`src/rtl/bsm_pkg.sv`:
```
package bsm_pkg;
  localparam int BYTE_BITS = 8;

  typedef enum logic [1:0] {
    OP_READ  = 2'd0,
    OP_WRITE = 2'd1,
    OP_POLL  = 2'd2,
    OP_BAD   = 2'd3
  } op_e;

  typedef enum logic [1:0] {
    SRC_ZERO,
    SRC_ONE,
    SRC_ADDR,
    SRC_DATA
  } bitsrc_e;

  // control -> datapath strobes
  typedef struct packed {
    logic    loadCmd;
    logic    startBit;
    logic    startRead;
    bitsrc_e bitSrc;
    logic    shiftAddr;
    logic    loadWrByte;
    logic    shiftData;
    logic    clrBitCnt;
    logic    incBit;
    logic    decByte;
    logic    clrPoll;
    logic    incPoll;
  } strobe_t;
endpackage

```
`src/rtl/bsm_datapath.sv`:
```
module bsm_datapath
  import bsm_pkg::*;
#(
  parameter int ADDR_W = 16,
  parameter int LEN_W  = 8,
  parameter int CYC_W  = 8,
  parameter int POLL_W = 16
) (
  input  logic                 clk,
  input  logic                 rstN,
  input  strobe_t              stb,
  input  logic [ADDR_W-1:0]    cmdAddr,
  input  logic [LEN_W-1:0]     cmdLen,
  input  logic [CYC_W-1:0]     cfgLowCyc,
  input  logic [CYC_W-1:0]     cfgHighCyc,
  input  logic [POLL_W-1:0]    cfgPollMax,
  input  logic [BYTE_BITS-1:0] wrData,
  input  logic                 busDin,
  output logic                 engIdle,
  output logic                 bitDone,
  output logic                 sampleBit,
  output logic                 addrLast,
  output logic                 byteLast,
  output logic                 bytesLeftOne,
  output logic                 bytesLeftZero,
  output logic                 pollLast,
  output logic [BYTE_BITS-1:0] rdData,
  output logic                 busCeN,
  output logic                 busOeN,
  output logic                 busWeN,
  output logic                 busDout
);
  localparam int BC_W = $clog2(ADDR_W);

  typedef enum logic [1:0] {E_IDLE, E_LOW, E_HIGH} eng_e;

  eng_e                 engState;
  logic [CYC_W-1:0]     phaseCnt;
  logic [CYC_W-1:0]     lowCfg, highCfg, lowLast, highLast;
  logic [POLL_W-1:0]    pollCfg, pollCnt, pollLastVal;
  logic                 curRead;
  logic                 bitVal;
  logic [ADDR_W-1:0]    addrSr;
  logic [BYTE_BITS-1:0] dataSr;
  logic [BC_W-1:0]      bitCnt;
  logic [LEN_W-1:0]     byteLeft;

  assign lowLast     = (lowCfg == '0)  ? '0 : lowCfg - CYC_W'(1);
  assign highLast    = (highCfg == '0) ? '0 : highCfg - CYC_W'(1);
  assign pollLastVal = (pollCfg == '0) ? '0 : pollCfg - POLL_W'(1);

  always_comb begin
    unique case (stb.bitSrc)
      SRC_ZERO: bitVal = 1'b0;
      SRC_ONE:  bitVal = 1'b1;
      SRC_ADDR: bitVal = addrSr[ADDR_W-1];
      default:  bitVal = dataSr[BYTE_BITS-1];
    endcase
  end

  // bit-cycle engine: low phase, then high phase
  always_ff @(posedge clk or negedge rstN) begin
    if (!rstN) begin
      engState  <= E_IDLE;
      phaseCnt  <= '0;
      curRead   <= 1'b0;
      busDout   <= 1'b1;
      sampleBit <= 1'b0;
    end else begin
      unique case (engState)
        E_IDLE: if (stb.startBit) begin
          engState <= E_LOW;
          phaseCnt <= '0;
          curRead  <= stb.startRead;
          busDout  <= bitVal;
        end
        E_LOW: if (phaseCnt == lowLast) begin
          sampleBit <= busDin;
          engState  <= E_HIGH;
          phaseCnt  <= '0;
        end else begin
          phaseCnt <= phaseCnt + CYC_W'(1);
        end
        default: if (phaseCnt == highLast) begin
          engState <= E_IDLE;
        end else begin
          phaseCnt <= phaseCnt + CYC_W'(1);
        end
      endcase
    end
  end

  assign engIdle = (engState == E_IDLE);
  assign bitDone = (engState == E_HIGH) && (phaseCnt == highLast);
  assign busCeN  = (engState != E_LOW);
  assign busOeN  = !((engState == E_LOW) && curRead);
  assign busWeN  = !((engState == E_LOW) && !curRead);

  // command registers and counters
  always_ff @(posedge clk or negedge rstN) begin
    if (!rstN) begin
      lowCfg   <= '0;
      highCfg  <= '0;
      pollCfg  <= '0;
      addrSr   <= '0;
      dataSr   <= '0;
      bitCnt   <= '0;
      byteLeft <= '0;
      pollCnt  <= '0;
    end else begin
      if (stb.loadCmd) begin
        lowCfg   <= cfgLowCyc;
        highCfg  <= cfgHighCyc;
        pollCfg  <= cfgPollMax;
        addrSr   <= cmdAddr;
        byteLeft <= cmdLen;
      end else if (stb.shiftAddr) begin
        addrSr <= {addrSr[ADDR_W-2:0], 1'b0};
      end
      if (stb.loadWrByte)     dataSr <= wrData;
      else if (stb.shiftData) dataSr <= {dataSr[BYTE_BITS-2:0], sampleBit};
      if (stb.clrBitCnt)      bitCnt <= '0;
      else if (stb.incBit)    bitCnt <= bitCnt + BC_W'(1);
      if (stb.decByte)        byteLeft <= byteLeft - LEN_W'(1);
      if (stb.clrPoll)        pollCnt <= '0;
      else if (stb.incPoll)   pollCnt <= pollCnt + POLL_W'(1);
    end
  end

  assign addrLast      = (bitCnt == BC_W'(ADDR_W - 1));
  assign byteLast      = (bitCnt == BC_W'(BYTE_BITS - 1));
  assign bytesLeftOne  = (byteLeft == LEN_W'(1));
  assign bytesLeftZero = (byteLeft == '0);
  assign pollLast      = (pollCnt == pollLastVal);
  assign rdData        = dataSr;


  strobe_excl_chk: assert property (@(posedge clk) disable iff (!rstN)
    !(!busOeN && !busWeN));

  strobe_in_ce_chk: assert property (@(posedge clk) disable iff (!rstN)
    (!busOeN || !busWeN) |-> !busCeN);

  dout_hold_chk: assert property (@(posedge clk) disable iff (!rstN)
    $past(!busCeN) |-> $stable(busDout));
endmodule

```
`src/rtl/bsm_ctrl.sv`:
```
module bsm_ctrl
  import bsm_pkg::*;
#(
  parameter int LEN_W      = 8,
  parameter int PAGE_BYTES = 64
) (
  input  logic                        clk,
  input  logic                        rstN,
  input  logic                        cmdValid,
  input  logic [1:0]                  cmdOp,
  input  logic [$clog2(PAGE_BYTES)-1:0] cmdPageOfs,
  input  logic [LEN_W-1:0]            cmdLen,
  input  logic                        wrValid,
  input  logic                        rdReady,
  input  logic                        engIdle,
  input  logic                        bitDone,
  input  logic                        sampleBit,
  input  logic                        addrLast,
  input  logic                        byteLast,
  input  logic                        bytesLeftOne,
  input  logic                        bytesLeftZero,
  input  logic                        pollLast,
  output logic                        cmdReady,
  output logic                        wrReady,
  output logic                        rdValid,
  output logic                        errFlag,
  output logic                        doneFlag,
  output logic                        timeoutFlag,
  output strobe_t                     stb
);
  localparam int PG_W = $clog2(PAGE_BYTES);

  typedef enum logic [3:0] {
    S_IDLE, S_PRE0, S_PRE1, S_PRE2, S_ADDR, S_WLOAD, S_WBIT,
    S_RBIT, S_ROUT, S_RTERM, S_TR0, S_TR1, S_TR2, S_POLL
  } state_e;

  state_e       state, nextState;
  op_e          curOp;
  logic         needPre, setNeedPre, clrNeedPre;
  logic         errNext, doneNext, toNext;
  logic [LEN_W:0] pageEnd;
  logic         writeOk;

  assign pageEnd = (LEN_W+1)'(cmdPageOfs) + (LEN_W+1)'(cmdLen);
  assign writeOk = (cmdLen != '0) && ((LEN_W+1)'(cmdLen) <= (LEN_W+1)'(PAGE_BYTES))
                   && (pageEnd <= (LEN_W+1)'(PAGE_BYTES));

  always_comb begin
    stb        = '0;
    nextState  = state;
    cmdReady   = 1'b0;
    wrReady    = 1'b0;
    rdValid    = 1'b0;
    errNext    = 1'b0;
    doneNext   = 1'b0;
    toNext     = 1'b0;
    setNeedPre = 1'b0;
    clrNeedPre = 1'b0;
    unique case (state)
      S_IDLE: begin
        cmdReady = 1'b1;
        if (cmdValid) begin
          unique case (op_e'(cmdOp))
            OP_READ:
              if (cmdLen == '0) errNext = 1'b1;
              else begin stb.loadCmd = 1'b1; nextState = S_PRE0; end
            OP_WRITE:
              if (!writeOk) errNext = 1'b1;
              else begin stb.loadCmd = 1'b1; nextState = S_PRE0; end
            OP_POLL: begin
              stb.loadCmd = 1'b1;
              stb.clrPoll = 1'b1;
              nextState   = needPre ? S_PRE0 : S_POLL;
            end
            default: errNext = 1'b1;
          endcase
        end
      end
      S_PRE0: begin
        stb.startRead = 1'b1; stb.bitSrc = SRC_ONE;
        if (bitDone) nextState = S_PRE1;
      end
      S_PRE1: begin
        stb.bitSrc = SRC_ZERO;
        if (bitDone) nextState = S_PRE2;
      end
      S_PRE2: begin
        stb.startRead = 1'b1; stb.bitSrc = SRC_ONE;
        if (bitDone) begin
          clrNeedPre = 1'b1;
          stb.clrBitCnt = 1'b1;
          nextState = (curOp == OP_POLL) ? S_POLL : S_ADDR;
        end
      end
      S_ADDR: begin
        stb.bitSrc = SRC_ADDR;
        if (bitDone) begin
          stb.shiftAddr = 1'b1;
          stb.incBit    = 1'b1;
          if (addrLast) begin
            stb.clrBitCnt = 1'b1;
            nextState = (curOp == OP_READ) ? S_RBIT : S_WLOAD;
          end
        end
      end
      S_WLOAD: begin
        wrReady = 1'b1;
        if (wrValid) begin
          stb.loadWrByte = 1'b1;
          nextState = S_WBIT;
        end
      end
      S_WBIT: begin
        stb.bitSrc = SRC_DATA;
        if (bitDone) begin
          stb.shiftData = 1'b1;
          stb.incBit    = 1'b1;
          if (byteLast) begin
            stb.clrBitCnt = 1'b1;
            stb.decByte   = 1'b1;
            nextState = bytesLeftOne ? S_TR0 : S_WLOAD;
          end
        end
      end
      S_RBIT: begin
        stb.startRead = 1'b1; stb.bitSrc = SRC_ONE;
        if (bitDone) begin
          stb.shiftData = 1'b1;
          stb.incBit    = 1'b1;
          if (byteLast) begin
            stb.clrBitCnt = 1'b1;
            stb.decByte   = 1'b1;
            nextState = S_ROUT;
          end
        end
      end
      S_ROUT: begin
        rdValid = 1'b1;
        if (rdReady) nextState = bytesLeftZero ? S_RTERM : S_RBIT;
      end
      S_RTERM: begin
        stb.bitSrc = SRC_ONE;
        if (bitDone) nextState = S_IDLE;
      end
      S_TR0: begin
        stb.startRead = 1'b1; stb.bitSrc = SRC_ONE;
        if (bitDone) nextState = S_TR1;
      end
      S_TR1: begin
        stb.bitSrc = SRC_ONE;
        if (bitDone) nextState = S_TR2;
      end
      S_TR2: begin
        stb.startRead = 1'b1; stb.bitSrc = SRC_ONE;
        if (bitDone) nextState = S_IDLE;
      end
      default: begin
        stb.startRead = 1'b1; stb.bitSrc = SRC_ONE;
        if (bitDone) begin
          if (sampleBit) begin
            doneNext = 1'b1; nextState = S_IDLE;
          end else if (pollLast) begin
            toNext = 1'b1; setNeedPre = 1'b1; nextState = S_IDLE;
          end else begin
            stb.incPoll = 1'b1;
          end
        end
      end
    endcase
    stb.startBit = engIdle && !(state inside {S_IDLE, S_WLOAD, S_ROUT});
  end

  always_ff @(posedge clk or negedge rstN) begin
    if (!rstN) begin
      state       <= S_IDLE;
      curOp       <= OP_READ;
      needPre     <= 1'b0;
      errFlag     <= 1'b0;
      doneFlag    <= 1'b0;
      timeoutFlag <= 1'b0;
    end else begin
      state       <= nextState;
      errFlag     <= errNext;
      doneFlag    <= doneNext;
      timeoutFlag <= toNext;
      if (stb.loadCmd) curOp <= op_e'(cmdOp);
      if (setNeedPre)      needPre <= 1'b1;
      else if (clrNeedPre) needPre <= 1'b0;
    end
  end


  rd_hold_chk: assert property (@(posedge clk) disable iff (!rstN)
    (rdValid && !rdReady) |=> rdValid);

  err_src_chk: assert property (@(posedge clk) disable iff (!rstN)
    errFlag |-> $past(cmdValid && cmdReady));

  flag_excl_chk: assert property (@(posedge clk) disable iff (!rstN)
    $onehot0({errFlag, doneFlag, timeoutFlag}));
endmodule

```
`src/rtl/bsm_top.sv`:
```
module bsm_top
  import bsm_pkg::*;
#(
  parameter int ADDR_W     = 16,
  parameter int LEN_W      = 8,
  parameter int CYC_W      = 8,
  parameter int POLL_W     = 16,
  parameter int PAGE_BYTES = 64
) (
  input  logic                 clk,
  input  logic                 rstN,
  input  logic                 cmdValid,
  output logic                 cmdReady,
  input  logic [1:0]           cmdOp,
  input  logic [ADDR_W-1:0]    cmdAddr,
  input  logic [LEN_W-1:0]     cmdLen,
  input  logic [CYC_W-1:0]     cfgLowCyc,
  input  logic [CYC_W-1:0]     cfgHighCyc,
  input  logic [POLL_W-1:0]    cfgPollMax,
  input  logic                 wrValid,
  output logic                 wrReady,
  input  logic [BYTE_BITS-1:0] wrData,
  output logic                 rdValid,
  input  logic                 rdReady,
  output logic [BYTE_BITS-1:0] rdData,
  output logic                 errFlag,
  output logic                 doneFlag,
  output logic                 timeoutFlag,
  output logic                 busCeN,
  output logic                 busOeN,
  output logic                 busWeN,
  output logic                 busDout,
  input  logic                 busDin
);
  localparam int PG_W = $clog2(PAGE_BYTES);

  strobe_t stb;
  logic engIdle, bitDone, sampleBit, addrLast, byteLast;
  logic bytesLeftOne, bytesLeftZero, pollLast;

  bsm_ctrl #(.LEN_W(LEN_W), .PAGE_BYTES(PAGE_BYTES)) i_ctrl (
    .clk, .rstN, .cmdValid, .cmdOp,
    .cmdPageOfs(cmdAddr[PG_W-1:0]), .cmdLen,
    .wrValid, .rdReady, .engIdle, .bitDone, .sampleBit,
    .addrLast, .byteLast, .bytesLeftOne, .bytesLeftZero, .pollLast,
    .cmdReady, .wrReady, .rdValid, .errFlag, .doneFlag, .timeoutFlag, .stb
  );

  bsm_datapath #(.ADDR_W(ADDR_W), .LEN_W(LEN_W), .CYC_W(CYC_W), .POLL_W(POLL_W)) i_dp (
    .clk, .rstN, .stb, .cmdAddr, .cmdLen, .cfgLowCyc, .cfgHighCyc, .cfgPollMax,
    .wrData, .busDin, .engIdle, .bitDone, .sampleBit, .addrLast, .byteLast,
    .bytesLeftOne, .bytesLeftZero, .pollLast, .rdData,
    .busCeN, .busOeN, .busWeN, .busDout
  );


  idle_bus_quiet_chk: assert property (@(posedge clk) disable iff (!rstN)
    cmdReady |-> busCeN);
endmodule

```
`config.mk`:
```
export PLATFORM = sky130hd
export DESIGN_NAME = bsm_top
export DESIGN_NICKNAME = d
export VERILOG_FILES = /design/src/rtl/bsm_pkg.sv /design/src/rtl/bsm_datapath.sv /design/src/rtl/bsm_ctrl.sv /design/src/rtl/bsm_top.sv
export SDC_FILE = /design/constraint.sdc
export NUM_CORES = 1
export LEC_CHECK = 0
export CAP_MARGIN = 20
export CELL_PAD_IN_SITES_DETAIL_PLACEMENT = 0
export CELL_PAD_IN_SITES_GLOBAL_PLACEMENT = 2
export CORE_UTILIZATION = 37
export CTS_BUF_LIST = sky130_fd_sc_hd__clkbuf_4 sky130_fd_sc_hd__clkbuf_8 sky130_fd_sc_hd__clkbuf_16
export CTS_CLUSTER_SIZE = 24
export DETAILED_ROUTE_END_ITERATION = 12
export PLACE_DENSITY_LB_ADDON = 0.1
export SYNTH_ARGS = -nofsm -noshare
export SYNTH_HDL_FRONTEND = slang
export SYNTH_SLANG_ARGS = --single-unit
```
`constraint.sdc`:
```
create_clock -name clk -period 6.1 [get_ports clk]
set_input_delay 1.22 -clock clk [delete_from_list [all_inputs] [get_ports clk]]
set_output_delay 1.22 -clock clk [all_outputs]
set_load 0.01 [all_outputs]
```
==> summary.md, run 1 <==
| Metric | Value |
|---|---|
| Post-synth EDFFs | 0 |
| Worst reg-to-reg path cell count | 11 |
| Gpl congestion | 0.824 |
| DR vias | 6156 |
| Hold-fix buffers, CTS | 0 |
| Synth Register Bits | 107 |
| Syn avg cell area | 8.87 sq um |
| CTS Buffer Depth | 2 |
| Detail Route met3 WL | 569 microns |
| Final net count | 953 |
| Io pins | 90 |
| Die Height | 141 microns |
| Cts repair resizes | 0 |
| Met2 wire len | 8760 microns |
| CP max-delay cell | o41ai_1 |
| CP max FO | 23 |
| Leakage | 3.45 nW |
| Tcrit/Tclk final | 0.808 |
| Area Growth Syn to Fin | 19.3% |
| FMAX | 203 MHz |
| HPWL Detailed | 13600 microns |
| Post-CTS Setup Bufs | 0 |
| VDD IR max | 155 uV |
| Die width | 141 microns |
| Max_cap viols | 0 |
| RSZ-0062 raised after global routing | no |
| Critical Path RT | 6340 ps |
| Arr. time, crit path | 5170 ps |
| Total die area | 19900 sq um |
| Worst path cell trace | clkdlybuf4s50_1 > ha_1 > fa_1 > a211oi_1 > nor2_1 > xor2_1 > o41a_1 > o41ai_1 > nand3_1 > buf_4 > mux2_2 |
| Final min period | 4930 ps |
| Detailed-route vias per instance | 5.44 |
| Critical path's largest stage delay | 650 ps |
| Pin count of the biggest net entering global routing | 57 |
| Iteration count of the initial detailed-routing pass | 4 |
| Antenna Cells | 0 |
| Setup Skew | 14.5 ps |
| Final Max Tran Viols | 0 |
| Asr flop ratio synth | 1.00 |
| CTS tree | done |
| Reg2Reg Setup Slack | 2040 ps |
| Status | completed |
| WHS Path Cells | 1 |
| CP startpoint kind | input pin |
| Final setup vio count | 0 |
| Antenna violations before repair | 0 |
| Max Used Layer | met4 |
| Yosys cell types | 77 |
| End of the worst register-to-register path | i_dp.byteLeft[7] |
| CTS Sinks | 107 |
| PortBufs | 89 |
| Slew margin rel. | 0.400 |
| Final Power | 3.70 mW |
| Final hold violations | 0 |
| Root Driver | clkbuf_16 |
| Final core utilization | 0.453 |
| Tot GR Track Use | 0.193 |
| Clock Pin Slew Worst Setup and Hold Paths | 80 ps |
| Site Rows | 50 |
| M1 wire length | 9040 microns |
| Layout cell share with drive strength beyond 1 | 0.0815 |
| DRT antenna net count | 0 |
| Sequential area share after synthesis | 0.375 |
| DR WL/cell | 16.4 microns |
| Mapped Area | 7140 sq um |
| Area of the core | 18800 sq um |
| Kind of critical path | in2reg |
| Initial core utilization | 0.379 |
| Vias in the first global route | 6003 |
| Worst slew pin tran | 888 ps |
| First-pass GRT wire length | 30500 microns |
| Most frequent cells in the layout | dfrtp_1 (106), clkdlybuf4s50_1 (88), nand2_1 (71) |
| Power density cells | 434 nW/um^2 |
| Worst Hold Class | reg2reg |
| Cts bufs inserted | 9 |
| Hold_sp | i_dp.addrSr[7] |
| Setup TNS | 0 ps |
| GRT overflow | 0 |
| 1st-iter DRT viols | 355 |
| Gate Count Post-Synth | 805 |
| Commonest non-fill, non-tap cell in the layout | dfrtp_1 |
| WHS Endpoint | i_dp.addrSr[7] |
| # DRC | 0 |
| Ys Warns | 0 |
| Crit end category | flip-flop |
| Reg-to-reg critical path startpoint | i_dp.highCfg[0] |
| Wirelength, routed | 18500 microns |
| Net count after synthesis | 892 |
| Htree depth | 3 |
| Clock latency on the worst-skew pair | 370 ps |
| Commonest register cell after synthesis | dfrtp_1 |
sequential cells by signal (all words and copies together), names as in the netlist:
register,count
i_ctrl.curOp,2
i_ctrl.doneFlag,1
i_ctrl.errFlag,1
i_ctrl.needPre,1
i_ctrl.state,4
i_ctrl.timeoutFlag,1
i_dp.addrSr,16
i_dp.bitCnt,4
i_dp.busDout,1
i_dp.byteLeft,8
i_dp.curRead,1
i_dp.engState,2
i_dp.highCfg,8
i_dp.lowCfg,8
i_dp.phaseCnt,8
i_dp.pollCfg,16
i_dp.pollCnt,16
i_dp.rdData,8
i_dp.sampleBit,1
report_power, final:
part	internal (mW)	switching (mW)
registers	1.01	0.483
logic	0.804	0.786
clock network	0.325	0.293
cells in the mapped netlist (10+ instances only):
library cell / count / area [sq um]
dfrtp_1: 106 / 2650
nand2_1: 71 / 267
nor2_1: 68 / 255
o21ai_0: 54 / 270
a21oi_1: 40 / 200
inv_1: 28 / 105
clkbuf_1: 27 / 101
xor2_1: 27 / 236
mux2_2: 26 / 293
nor3_1: 25 / 125
mux2i_1: 21 / 210
or3_1: 20 / 125
nand4_1: 19 / 119
nand2b_1: 16 / 100
a21o_1: 15 / 113
a22o_1: 15 / 131
ha_1: 14 / 175
nand3_1: 14 / 70.1
xnor2_1: 12 / 105
a31oi_1: 10 / 62.6
and3_1: 10 / 62.6
buf_2: 10 / 50.1
nand3b_1: 10 / 75.1
area by class of cell:
cell class,instances,area [sq um]
Clock inverter,7,82.6
Tap cell,260,325
Clock buffer,9,225
Timing Repair Buffer,94,926
Inverter,28,105
Sequential cell,107,2680
Fill cell,1832,10300
Multi-Input combinational cell,626,4180
worst max path at each step:
stage,start,end,slack (ps),depth (start not counted)
floorplan,cmdAddr[0],i_ctrl.state[0],1810,11
global placement,cmdLen[0],i_dp.addrSr[6],890,11
detailed placement,cmdLen[0],i_dp.addrSr[13],830,11
CTS,cmdLen[0],i_dp.addrSr[13],1200,11
global route,cmdLen[0],i_dp.addrSr[10],860,11
finish,cmdLen[0],i_dp.pollCfg[13],1170,11
through the flow:
step | worst slack, ps | instances | hold WS [ps] | cell area [sq um]
finish | 1170 | 1131 | 484 | 8520
global route | 864 | 1131 | 498 | 8520
CTS | 1200 | 1131 | 487 | 8520
detailed placement | 832 | 1115 | 468 | 8220
global placement | 893 | 1115 | 460 | 8220
floorplan | 1810 | 805 | 444 | 7140
critical path: cells and delay by family:
family	cells	cell delay (ps)
buffers and inverters	2	810
AO/OA/AOI/OAI	3	1480
multiplexers	1	310
XOR/XNOR	1	160
adder cells (fa/ha/maj)	2	640
AND/OR/NAND/NOR	2	530
cell families (layout without fill, tap and decap cells):
| logic type | after synthesis | after routing | synth area share |
|---|---|---|---|
| AND/OR/NAND/NOR | 327 | 327 | 0.257 |
| AO/OA/AOI/OAI | 197 | 197 | 0.180 |
| flip-flops | 107 | 107 | 0.375 |
| buffers and inverters | 72 | 138 | 0.0417 |
| multiplexers | 48 | 48 | 0.0720 |
| XOR/XNOR | 39 | 39 | 0.0478 |
| adder cells (fa/ha/maj) | 15 | 15 | 0.0273 |
routing by layer:
metal / up-vias / GRT usage
met4: 0 / 0.0475
li1: 3059 / -
met1: 2965 / 0.262
met5: - / 0
met3: 13 / 0.0289
met2: 119 / 0.321
Power figures use the tool's default switching activity.
==> run 2, diff against run 1 <==
CORE_UTILIZATION = 35   (was 37)
clock period = 4.7 ns   (was 6.1 ns; I/O delays follow)
==> run 2 against run 1 <==
  * Worst hold slack improved by 0.84 ps
  * Routed wire length up 1.8%
  * Sequential share of layout area is 0.097 points lower
  * Via count rose by 0.49%
==> summary.md, run 2 (synthesis results as in run 1) <==
| Metric | Value |
|---|---|
| Status | completed |
| Final net count | 959 |
| Gpl congestion | 0.840 |
| Iteration count of the initial detailed-routing pass | 4 |
| First-pass GRT wire length | 30900 microns |
| Final setup vio count | 0 |
| Grt peak-use layer | met2 |
| Wirelength, routed | 18900 microns |
| Kind of critical path | in2reg |
| Final hold violations | 0 |
| Detailed-route vias per instance | 5.42 |
| Initial core utilization | 0.362 |
| Final Max Tran Viols | 0 |
| Area Growth Syn to Fin | 19.7% |
| CP max-delay cell | clkdlybuf4s50_1 |
| Post-CTS Setup Bufs | 0 |
| Site Rows | 51 |
| Max_cap viols | 0 |
| Setup Skew | 10.9 ps |
| Total die area | 21000 sq um |
| FMAX | 230 MHz |
| Hold-fix buffers, CTS | 0 |
| Clock Pin Slew Worst Setup and Hold Paths | 80 ps |
| Final Power | 4.76 mW |
| Dpl cell area | 8270 sq um |
| Slew margin rel. | 0.323 |
| Die width | 145 microns |
| WHS Path Cells | 1 |
| CP max FO | 4 |
| Cts repair resizes | 0 |
| End of the worst register-to-register path | i_dp.addrSr[13] |
| Htree depth | 3 |
| Pin count of the biggest net entering global routing | 43 |
| Most frequent cells in the layout | dfrtp_1 (106), clkdlybuf4s50_1 (88), nand2_1 (71) |
| Final cell count without fillers | 1142 |
| Leakage | 3.48 nW |
| Setup TNS | 0 ps |
| Worst reg-to-reg path cell count | 11 |
| Critical path's largest stage delay | 460 ps |
| Tcrit/Tclk final | 0.924 |
| Final instance area | 8550 sq um |
| Die Height | 145 microns |
| CTS tree | done |
| GRT overflow | 0 |
| DR vias | 6186 |
| Met2 Use GR | 0.324 |
| Io pins | 90 |
| Place WS | 27.5 ps |
| Cts bufs inserted | 9 |
| Layout cell share with drive strength beyond 1 | 0.0878 |
| 1st-iter DRT viols | 271 |
| HPWL Detailed | 14100 microns |
| Reg-to-reg critical path startpoint | i_dp.highCfg[0] |
| Clock latency on the worst-skew pair | 360 ps |
| Vias in the first global route | 6027 |
| CP startpoint kind | input pin |
| Inst Count DP | 1126 |
| CTS Buffer Depth | 2 |
| Commonest non-fill, non-tap cell in the layout | dfrtp_1 |
| Final min period | 4340 ps |
| Worst slew pin tran | 1000 ps |
| DR WL/cell | 16.5 microns |
| Antenna Cells | 0 |
| Critical Path RT | 4940 ps |
| Tot GR Track Use | 0.189 |
| DRT antenna net count | 0 |
| Root Driver | clkbuf_16 |
| Worst path cell trace | clkdlybuf4s50_1 > ha_1 > fa_1 > a211oi_1 > nor2_1 > xor2_1 > o41a_1 > o41ai_1 > buf_4 > a31oi_1 > or2_2 > o21bai_1 > mux2_1 |
| Post-route setup slack | 359 ps |
| Stages on worst setup path | 13 |
| Crit path to | i_ctrl.state[0] |
| RSZ-0062 raised after global routing | no |
| Antenna violations before repair | 1 |
| Area of the core | 19700 sq um |
| CP bufs+invs | 2 |
| GR Util met3 | 0.0375 |
| Power density cells | 557 nW/um^2 |
| Met1 global-route usage | 0.246 |
| Arr. time, crit path | 4580 ps |
| Crit path max-delay family | compound AO/OA/AOI/OAI gates |
| CTS Sinks | 107 |
| Largest registers | i_dp.addrSr x16, i_dp.pollCfg x16, i_dp.pollCnt x16 |
| Worst Hold Class | reg2reg |
| Reg2Reg Setup Slack | 650 ps |
| VDD IR max | 190 uV |
| # DRC | 0 |
| PortBufs | 89 |
| CP Launch Point | cmdLen[0] |
| Crit end category | flip-flop |
[run 2: cell count changes in the layout (fill, tap and decap cells not counted)]
cell,change
bufinv_16,-1
inv_6,+2
inv_8,-1
buf_4,+6
clkinv_2,+1
clkinv_4,+1
clkinvlp_4,-2
[run 2: metrics by stage]
step	utilization	hold WS (ps)
3_3_place_gp	0.419	459
4_1_cts	0.434	486
6_report	0.434	484
2_1_floorplan	-	444
3_5_place_dp	0.419	467
5_1_grt	0.434	503
[run 2: cell type report]
| cell class | count | area, sq um |
|---|---|---|
| fillers | 1978 | 11200 |
| multi-input cells | 626 | 4180 |
| flip-flops and latches | 107 | 2680 |
| repair buffers | 100 | 971 |
| well taps | 265 | 332 |
| clock buffers | 9 | 225 |
| inverters | 28 | 105 |
| clock inverters | 7 | 57.6 |
[run 2: worst min path at each step]
stage	start	end
after floorplan	i_dp.addrSr[15]	i_dp.addrSr[15]
after detailed placement	i_dp.addrSr[1]	i_dp.addrSr[1]
after global routing	i_dp.addrSr[1]	i_dp.addrSr[1]
after global placement	i_dp.addrSr[8]	i_dp.addrSr[8]
final	i_dp.addrSr[6]	i_dp.addrSr[6]
after CTS	i_dp.addrSr[1]	i_dp.addrSr[1]
[run 2: worst register-to-register path, delay by kind of cell, from the launching register on]
kind / cells / cell delay, ps
and+or+nand+nor: 6 / 2480
AOI/OAI and AO/OA: 3 / 700
adders and majority gates: 1 / 270
buffers and inverters: 1 / 100
DFF: 1 / 410
[run 2: routing by layer]
layer,up-vias,wire length (microns)
met5,-,18
li1,3085,-
met2,94,9100
met1,2992,8980
met4,2,174
met3,13,610
[run 2: report_power, final]
group | switching (mW) | leakage [nW] | internal [mW]
Combinational | 1.02 | 2.01 | 1.05
Sequential | 0.625 | 1.33 | 1.31
Clock | 0.382 | 0.141 | 0.369
==> run 3, diff against run 2 <==
ABC_AREA = 0   (was not set)
==> results of run 3 <==
The final DEF is identical to that of run 2; final timing and power are the same.
